==> src/rtl/sflash_pkg.sv <==
package sflash_pkg;
    localparam int TX_BYTES = 6;
    localparam int RX_BYTES = 7;
    localparam int TX_BITS  = TX_BYTES * 8;
    localparam int MAX_BITS = RX_BYTES * 8;
    localparam int CNT_W    = $clog2(MAX_BITS + 1);
    localparam int HALF_W   = CNT_W + 1;

    localparam logic [3:0] A_CTRL = 4'd0;
    localparam logic [3:0] A_CNT  = 4'd1;
    localparam logic [3:0] A_TX0  = 4'd2;
    localparam logic [3:0] A_RX0  = 4'd8;

    typedef struct packed {
        logic                busy;
        logic                cs_n;
        logic                sclk;
        logic                done;
        logic [HALF_W-1:0]   half;
        logic [CNT_W-1:0]    nbits;
        logic [TX_BITS-1:0]  tx;
        logic [MAX_BITS-1:0] rx;
    } shift_st_t;

    typedef struct packed {
        logic [CNT_W-1:0]                cnt;
        logic [TX_BYTES-1:0][7:0]        tx;
    } regs_st_t;
endpackage

==> src/rtl/sflash_regs.sv <==
module sflash_regs
    import sflash_pkg::*;
(
    input  logic                clk,
    input  logic                rst_n,
    input  logic                we,
    input  logic [3:0]          addr,
    input  logic [7:0]          wdata,
    input  logic                busy,
    input  logic [MAX_BITS-1:0] rx,
    output logic [7:0]          rdata,
    output logic                start,
    output logic [CNT_W-1:0]    nbits,
    output logic [TX_BITS-1:0]  tx_flat
);
    regs_st_t q, d;

    always_comb begin
        d = q;
        if (we && !busy) begin
            if (addr == A_CNT) begin
                if (wdata > 8'(MAX_BITS)) d.cnt = CNT_W'(MAX_BITS);
                else                      d.cnt = wdata[CNT_W-1:0];
            end
            for (int i = 0; i < TX_BYTES; i++) begin
                if (addr == A_TX0 + 4'(i)) d.tx[i] = wdata;
            end
        end
    end

    always_ff @(posedge clk or negedge rst_n) begin
        if (!rst_n) q <= '0;
        else        q <= d;
    end

    assign start   = we && !busy && (addr == A_CTRL) && wdata[0] && (q.cnt != '0);
    assign nbits   = q.cnt;
    assign tx_flat = q.tx;

    always_comb begin
        rdata = 8'h00;
        if (addr == A_CTRL) rdata = {7'b0, busy};
        if (addr == A_CNT)  rdata = 8'(q.cnt);
        for (int i = 0; i < TX_BYTES; i++) begin
            if (addr == A_TX0 + 4'(i)) rdata = q.tx[i];
        end
        for (int j = 0; j < RX_BYTES; j++) begin
            if (addr == A_RX0 + 4'(j)) rdata = rx[8*j +: 8];
        end
    end
endmodule

==> src/rtl/sflash_clkgen.sv <==
module sflash_clkgen #(
    parameter int HALF_DIV = 2
) (
    input  logic clk,
    input  logic rst_n,
    input  logic run,
    output logic half_end
);
    localparam int TW = $clog2(HALF_DIV) + 1;

    logic [TW-1:0] tick_q, tick_d;

    assign half_end = run && (tick_q == TW'(HALF_DIV - 1));

    always_comb begin
        tick_d = tick_q;
        if (!run)          tick_d = '0;
        else if (half_end) tick_d = '0;
        else               tick_d = tick_q + 1'b1;
    end

    always_ff @(posedge clk or negedge rst_n) begin
        if (!rst_n) tick_q <= '0;
        else        tick_q <= tick_d;
    end
endmodule

==> src/rtl/sflash_shifter.sv <==
module sflash_shifter
    import sflash_pkg::*;
(
    input  logic                clk,
    input  logic                rst_n,
    input  logic                start,
    input  logic [CNT_W-1:0]    nbits,
    input  logic [TX_BITS-1:0]  tx_load,
    input  logic                half_end,
    input  logic                miso,
    output logic                busy,
    output logic                done,
    output logic                cs_n,
    output logic                sclk,
    output logic                mosi,
    output logic [MAX_BITS-1:0] rx
);
    shift_st_t q, d;
    logic [HALF_W-1:0] half_nx;

    assign half_nx = q.half + 1'b1;

    always_comb begin
        d      = q;
        d.done = 1'b0;
        if (!q.busy) begin
            if (start) begin
                d.busy  = 1'b1;
                d.cs_n  = 1'b0;
                d.sclk  = 1'b0;
                d.half  = '0;
                d.nbits = nbits;
                d.tx    = tx_load;
                d.rx    = '0;
            end
        end else if (half_end) begin
            d.half = half_nx;
            if (!q.half[0]) begin
                d.sclk = 1'b1;
                d.rx   = {q.rx[MAX_BITS-2:0], miso};
            end else begin
                d.sclk = 1'b0;
                if (half_nx == {q.nbits, 1'b0}) begin
                    d.busy = 1'b0;
                    d.cs_n = 1'b1;
                    d.done = 1'b1;
                end else begin
                    d.tx = {q.tx[TX_BITS-2:0], 1'b1};
                end
            end
        end
    end

    always_ff @(posedge clk or negedge rst_n) begin
        if (!rst_n) begin
            q      <= '0;
            q.cs_n <= 1'b1;
        end else begin
            q <= d;
        end
    end

    assign busy = q.busy;
    assign done = q.done;
    assign cs_n = q.cs_n;
    assign sclk = q.sclk;
    assign mosi = q.busy ? q.tx[TX_BITS-1] : 1'b1;
    assign rx   = q.rx;
endmodule

==> src/rtl/sflash_cmd_engine.sv <==
module sflash_cmd_engine
    import sflash_pkg::*;
#(
    parameter int HALF_DIV = 2
) (
    input  logic       clk,
    input  logic       rst_n,
    input  logic       reg_we,
    input  logic [3:0] reg_addr,
    input  logic [7:0] reg_wdata,
    output logic [7:0] reg_rdata,
    output logic       busy_o,
    output logic       done_o,
    output logic       spi_cs_n,
    output logic       spi_sclk,
    output logic       spi_mosi,
    input  logic       spi_miso
);
    logic                start;
    logic [CNT_W-1:0]    nbits;
    logic [TX_BITS-1:0]  tx_flat;
    logic [MAX_BITS-1:0] rx;
    logic                half_end;

    sflash_regs u_regs (
        .clk(clk), .rst_n(rst_n), .we(reg_we), .addr(reg_addr), .wdata(reg_wdata),
        .busy(busy_o), .rx(rx), .rdata(reg_rdata), .start(start), .nbits(nbits),
        .tx_flat(tx_flat)
    );

    sflash_clkgen #(.HALF_DIV(HALF_DIV)) u_clk (
        .clk(clk), .rst_n(rst_n), .run(busy_o), .half_end(half_end)
    );

    sflash_shifter u_shift (
        .clk(clk), .rst_n(rst_n), .start(start), .nbits(nbits), .tx_load(tx_flat),
        .half_end(half_end), .miso(spi_miso), .busy(busy_o), .done(done_o),
        .cs_n(spi_cs_n), .sclk(spi_sclk), .mosi(spi_mosi), .rx(rx)
    );
endmodule

==> config.mk <==
export PLATFORM = sky130hd
export DESIGN_NAME = sflash_cmd_engine
export DESIGN_NICKNAME = d
export VERILOG_FILES = /design/src/rtl/sflash_pkg.sv /design/src/rtl/sflash_regs.sv /design/src/rtl/sflash_clkgen.sv /design/src/rtl/sflash_shifter.sv /design/src/rtl/sflash_cmd_engine.sv
export SDC_FILE = /design/constraint.sdc
export NUM_CORES = 1
export LEC_CHECK = 0
export BUFFER_PORTS_ARGS = -buffer_cell sky130_fd_sc_hd__buf_4
export CELL_PAD_IN_SITES_DETAIL_PLACEMENT = 1
export CELL_PAD_IN_SITES_GLOBAL_PLACEMENT = 1
export CORE_AREA = 3 3 141 143
export CTS_BUF_LIST = sky130_fd_sc_hd__clkbuf_4 sky130_fd_sc_hd__clkbuf_8
export DETAILED_ROUTE_END_ITERATION = 7
export DIE_AREA = 0 0 144 146
export PLACE_DENSITY_LB_ADDON = 0.1
export RECOVER_POWER = 50
export SYNTH_ARGS = -nofsm -noshare
export SYNTH_HDL_FRONTEND = slang
export SYNTH_SLANG_ARGS = --single-unit
==> constraint.sdc <==
create_clock -name clk -period 2.6 [get_ports clk]
set_clock_uncertainty 0.15 [all_clocks]
set_input_delay 0.52 -clock clk [delete_from_list [all_inputs] [get_ports clk]]
set_output_delay 0.52 -clock clk [all_outputs]
set_load 0.05 [all_outputs]
==> results.py, run 1 <==
metrics = {
    "sta": {
        "fin_crit_ns": 2.841,
        "fin_ws_ns": -0.2411,
        "tightest_slew_ns": 1.074,
        "min_period_over_period_pct": 109.3,
        "finalHoldViolations": 0,
        "fmax_mhz": 352.0,
        "relSlewSlack_pct": 28.38,
        "fin_tns_setup_ns": -1.628,
        "rsz0062_at_grt": "true",
        "slew_violations": 0,
        "final-setup-viol-count": 30,
    },
    "die": {
        "floorplan.initialDensity_pct": 47.04,
        "core_area_um2": 18710,
        "die_area_um2": 21020,
        "die_h_um": 146,
        "row_count": 50,
        "die_w_um": 144,
        "ioPinCount": 29,
    },
    "final_layout": {
        "final_common_cell": "dfrtp_1",
        "drive_above_1_share_pct": 36.29,
        "nFillCells": 1982,
        "n_antenna_cell": 0,
        "area_growth_pct": 24.22,
        "ff_latch_area_um2": 4413,
        "utilization_pct": 58.43,
        "fin_nets": 942,
        "multi_input_area_um2": 4415,
        "final_cell_mix": "dfrtp_1 (169), nand2_1 (146), buf_4 (96)",
    },
    "global_routing": {
        "grt_pass1_vias": 7443,
        "grt.overflow.total": 0,
        "met3_usage_pct": 4.995,
        "grt_use_total_pct": 27.31,
        "antenna_found_initial": 0,
        "grt_max_degree": 112,
        "grt_pass1_wl_um": 44100,
        "busiest_layer": "met2",
        "met1_usage_pct": 36.50,
        "grt.met2_usage_pct": 44.65,
    },
    "yosys": {
        "synth-edff-count": 0,
        "synth_top_family_by_area": "compound AO/OA/AOI/OAI gates",
        "synth_fa_ha_area_share_pct": 0.1422,
        "async_reset_ff_share_pct": 100.0,
        "yosysUniqueCellTypes": 69,
        "ys_warn_count": 0,
        "synthMuxAreaShare_pct": 15.44,
        "yosysSeqAreaShare_pct": 50.07,
        "synth_compound_area_share_pct": 16.45,
        "syn_inst": 822,
        "ys_seq_elements": 176,
        "synthesis.area_um2": 8798,
        "synthFlopType": "dfrtp_1",
        "synth_simple_gate_area_share_pct": 12.64,
        "synthXorXnorAreaFrac_pct": 1.195,
        "synth.avg_cell_area_um2": 10.70,
        "synth_nets": 839,
    },
    "place": {
        "gp_congestion": 0.9124,
        "hpwl_um": 19320,
        "numPortBuffers": 28,
    },
    "critical_path": {
        "crit_fanout": 3,
        "crit_family": "compound AO/OA/AOI/OAI gates",
        "worstSetupStartpointType": "flop",
        "worstSetupEndpointType": "output pin",
        "cp_slowest_stage_delay_ns": 0.43,
        "critPathKind": "flop to output pin",
        "r2r_cells": 9,
        "crit_path_top_delay_cell": "dfrtp_2",
        "cp.buffers_inverters": 1,
        "r2r_setup_slack_ns": -0.05,
        "cp.required_ns": 1.93,
        "path_cells": "mux2_2 -> o221ai_1 -> mux2i_1 -> o2111ai_2 -> a32oi_4 -> buf_6",
        "r2r-start": "u_regs.nbits[3]$_DFFE_PN0P_",
        "rr_endpoint": "u_shift.q[100]$_DFFE_PN0P_",
        "arrival_ns": 2.17,
    },
    "drt": {
        "wl_per_cell_um": 24.57,
        "avgViaCountPerCell": 5.958,
        "drt_iter0_drc": 422,
        "drt_pass1_iterations": 5,
        "via_count": 6977,
        "wl_um": 28770,
        "drc": 0,
        "antenna_left": 0,
    },
    "outcome": {
        "status": "complete, but fails checks",
        "violations": "setup timing",
    },
    "power_and_ir_drop": {
        "leakage_uw": 0.005003,
        "power.density_nw_per_um2": 848.2,
        "ir_drop_v": 0.0005258,
        "finalPower_uw": 9271,
        "p_int_uw": 5674,
        "sequentialPowerShare_pct": 46.6,
        "p_switching_uw": 3596,
        "comb_power_share_pct": 32.9,
        "p_clk_share_pct": 20.5,
        "sw_frac_of_total_pct": 38.79,
    },
    "hold_path": {
        "hold_path_end": "u_shift.rx[0]$_DFFE_PN0P_",
        "worstHoldPathCells": 3,
        "hp-class": "input pin to flop",
        "hold_path.startpoint": "spi_miso",
    },
    "clock_tree": {
        "clock_path_buffers": 2,
        "cts_buffers": 17,
        "cts-root-buf": "clkbuf_8",
        "clk_latency_ns": 0.49,
        "cts.sinks": 176,
        "htree_levels": 4,
        "clk_pin_slew_worst_paths_ns": 0.10,
        "cts_tree": "yes",
    },
    "job": {
        "cap_viol_max_count": 0,
    },
}
==> power groups by stage <==
stage	logic, uW	clock network, uW	registers (uW)
finish	3050	1900	4320
global route	3340	2050	4400
CTS	2960	1930	4290
detailed placement	2650	0	4370
global placement	2510	0	4340
floorplan	1790	0	4050
==> tightest hold or removal path, cell delays in order <==
cell and delay (ns):
buf_4 0.08, nand2_1 0.03, o21ai_0 0.06
==> cell families after synthesis <==
group / Yosys count
flops: 176
xor+xnor: 12
mux: 115
buf+inv: 68
simple gates: 242
fa+ha+maj: 1
compound gates: 208
==> flip-flops by register name (all words and copies together), names as in the netlist <==
name	flops
u_shift.cs_n	1
u_shift.q	61
u_shift.busy	1
u_clk.tick_q	2
u_regs.tx_flat	48
u_shift.done	1
u_shift.rx	56
u_regs.nbits	6
==> synth_stat cells, types with 8 or more instances <==
library cell | instances | area share (%)
xnor2_1 | 9 | 0.90
mux2i_1 | 9 | 1.0
dfrtp_1 | 175 | 50
nor2b_1 | 11 | 0.78
o21ai_0 | 81 | 4.6
nand2_1 | 146 | 6.2
nor2_1 | 19 | 0.81
nand2b_1 | 13 | 0.92
nor3_1 | 9 | 0.51
buf_2 | 16 | 0.91
mux2_2 | 86 | 11
clkbuf_1 | 33 | 1.4
mux2_4 | 17 | 2.9
o22ai_1 | 8 | 0.57
a21oi_1 | 10 | 0.57
a22o_1 | 52 | 5.2
nand3_1 | 16 | 0.91
==> area by class of cell <==
type	instances	area share, %
clock buffer	18	2.267
timing repair buffer	146	12.94
inverter	6	0.2061
multi-input combinational	578	40.40
sequential	176	40.38
tap	234	2.679
clock inverter	13	1.133
==> how the worst max path moves through the flow <==
stage / to / cells past startpoint / from / slack (ns)
after detailed placement: reg_rdata[5] / 8 / reg_addr[0] / -0.36
after global placement: reg_rdata[5] / 8 / reg_addr[0] / -0.41
after global routing: reg_rdata[4] / 6 / u_regs.tx_flat[20]$_DFFE_PN0P_ / -0.29
after CTS: reg_rdata[3] / 8 / u_regs.nbits[3]$_DFFE_PN0P_ / -0.26
after floorplan: reg_rdata[7] / 6 / reg_addr[1] / -0.05
final: reg_rdata[4] / 6 / u_regs.tx_flat[20]$_DFFE_PN0P_ / -0.24
==> routing by layer <==
layer,vias up,share of wire [%]
met5,-,0
met4,0,2.3
met3,41,3.5
met2,150,50
met1,3629,44
li1,3157,-
==> per-stage QoR <==
step | setup slack (ns) | area, um^2 | hold slack, ns | std cells
final | -0.2411 | 10930 | 0.09885 | 1171
after CTS | -0.2618 | 10690 | 0.08109 | 1162
after floorplan | -0.04540 | 8962 | 0.07441 | 822
after global routing | -0.2928 | 10930 | 0.1226 | 1171
after global placement | -0.4148 | 9913 | 0.2962 | 1114
after detailed placement | -0.3647 | 9913 | 0.3180 | 1114
==> what timing repair did <==
action / in CTS / in global routing
hold endpoints to repair: 70 / 0
gates resized for setup: 58 / 54
hold buffers: 1 / 0
pin swaps: 20 / 27
setup endpoints to repair: 51 / 51
cloned: 3 / 2
buffers inserted: 15 / 8
Note: power is estimated with default switching activity, not from simulation.
==> inputs of run 2 (changes only) <==
--- a/config.mk
+++ b/config.mk
@@ -19 +19,2 @@
 export SYNTH_SLANG_ARGS = --single-unit
+export TNS_END_PERCENT = 100
==> constraint.sdc (replaced) <==
create_clock -name clk -period 2.6 [get_ports clk]
set_clock_uncertainty 0.15 [all_clocks]
set_input_delay 0.65 -clock clk [delete_from_list [all_inputs] [get_ports clk]]
set_output_delay 0.65 -clock clk [all_outputs]
set_load 0.05 [all_outputs]
==> results.py, run 2 (synthesis gave the netlist of run 1 again) <==
metrics = {
    "outcome": {
        "status": "complete, but fails checks",
        "violations": "setup timing",
    },
    "place": {
        "dpl_cell_area_um2": 9881,
        "post-place-ws_ns": -0.4926,
        "numPortBuffers": 28,
        "gp_congestion": 0.8920,
        "hpwl_um": 18620,
        "dp.cells": 1107,
    },
    "global_routing": {
        "grt_pass1_vias": 7330,
        "grt.overflow.total": 0,
        "grt_max_degree": 114,
        "grt_use_total_pct": 26.12,
        "antenna_found_initial": 0,
        "grt_pass1_wl_um": 42400,
    },
    "die": {
        "die_w_um": 144,
        "die_h_um": 146,
        "floorplan.initialDensity_pct": 47.04,
        "die_area_um2": 21020,
        "ioPinCount": 29,
        "core_area_um2": 18710,
        "row_count": 50,
    },
    "drt": {
        "maxUsedRoutingLayer": "met4",
        "wl_um": 27770,
        "drt_iter0_drc": 498,
        "avgViaCountPerCell": 5.909,
        "met1_length_um": 12170,
        "wl_met2_um": 14060,
        "wl_per_cell_um": 24.04,
        "drt_pass1_iterations": 4,
        "drc": 0,
        "via_count": 6825,
        "wl_met3_um": 976,
        "antenna_left": 0,
    },
    "job": {
        "cap_viol_max_count": 0,
    },
    "final_layout": {
        "nFillCells": 2007,
        "drive_above_1_share_pct": 36.81,
        "layout.cells.non_filler": 1155,
        "utilization_pct": 57.71,
        "final_common_cell": "dfrtp_1",
        "multi_input_area_um2": 4459,
        "fin_nets": 925,
        "final_cell_mix": "dfrtp_1 (172), nand2_1 (144), buf_4 (90)",
        "largest_register_ffs": 61,
        "final_area_um2": 10790,
        "ff_latch_area_um2": 4409,
        "area_growth_pct": 22.68,
        "top_register": "u_shift.q",
        "n_antenna_cell": 0,
    },
    "hold_path": {
        "hold_path.startpoint": "spi_miso",
        "hp-class": "input pin to flop",
    },
    "power_and_ir_drop": {
        "leakage_uw": 0.004914,
        "power.density_nw_per_um2": 870.3,
        "ir_drop_v": 0.0005469,
    },
    "clock_tree": {
        "clk_pin_slew_worst_paths_ns": 0.09,
        "cts_tree": "yes",
        "cts.sinks": 176,
        "cts_buffers": 17,
        "cts-root-buf": "clkbuf_8",
        "htree_levels": 4,
        "clk_latency_ns": 0.48,
        "clock_path_buffers": 2,
    },
    "sta": {
        "slew_violations": 0,
        "fin_ws_ns": -0.3633,
        "rsz0062_at_grt": "true",
        "fin_crit_ns": 2.963,
        "fmax_mhz": 337.5,
        "final-setup-viol-count": 8,
        "min_period_over_period_pct": 114.0,
        "finalHoldViolations": 0,
        "tightest_slew_ns": 1.193,
        "relSlewSlack_pct": 20.50,
    },
    "critical_path": {
        "r2r-start": "u_shift.q[110]$_DFFE_PN0P_",
        "arrival_ns": 2.16,
        "worstSetupEndpointType": "output pin",
        "crit_start": "reg_addr[1]",
        "critPathKind": "input pin to output pin",
        "worstSetupStartpointType": "input pin",
        "crit_fanout": 7,
        "cp.required_ns": 1.80,
    },
}
run 2: worst paths after layout:
kind,end,slack [ns],depth (start not counted)
min,u_shift.rx[0]$_DFFE_PN0P_,0.22,3
min in group asynchronous,u_shift.q[111]$_DFFE_PN0P_,0.79,2
max,reg_rdata[1],-0.36,8
max reg2reg,u_shift.q[99]$_DFFE_PN0P_,0.01,7
max in group asynchronous,u_regs.tx_flat[30]$_DFFE_PN0P_,0.22,3
min reg2reg,u_clk.tick_q[0]$_DFF_PN0_,0.32,1
run 2: per-stage QoR:
step / TNS (ns) / total power, uW / hold WS [ns]
finish: -2.387 / 9394 / 0.2189
global route: -5.747 / 9912 / 0.2285
CTS: -2.416 / 9158 / 0.2023
detailed placement: -10.75 / 6964 / 0.3143
global placement: -9.994 / 6820 / 0.2964
floorplan: -0.8384 / 5872 / 0.2044
run 2: where the power goes:
part	leakage, uW	switching (uW)	total, uW	internal, uW
Clock	0.000222	1050	2090	1030
Combinational	0.00244	1610	2940	1320
Sequential	0.00225	884	4370	3490
run 2: worst max-delay path, stage by stage:
cell	delay, ns
buf_12	0.12
buf_12	0.13
mux2_4	0.20
o22ai_2	0.06
o21a_1	0.20
o31a_1	0.32
a311oi_4	0.27
buf_6	0.21
run 2: final cells by class:
cell class              instances  share of cell area [%]
well taps                     234                   2.712
multi-input cells             578                   41.31
flip-flops and latches        176                   40.85
clock buffers                  21                   2.562
repair buffers                129                   10.94
inverters                       6                  0.2086
clock inverters                11                   1.414
run 2: repair_timing:
action	4_1_cts	5_1_grt
hold buffers	1	0
pin swaps	26	21
endpoints found under the setup margin	12	45
setup buffers	8	5
gates resized for setup	51	43
hold endpoints to repair	39	0
cloned	0	3
run 2: per-layer routing:
metal | vias to the layer above | track usage, %
li1 | 3122 | -
met1 | 3540 | 35.75
met2 | 131 | 42.90
met4 | 0 | 7.721
met3 | 32 | 4.009
met5 | - | 0
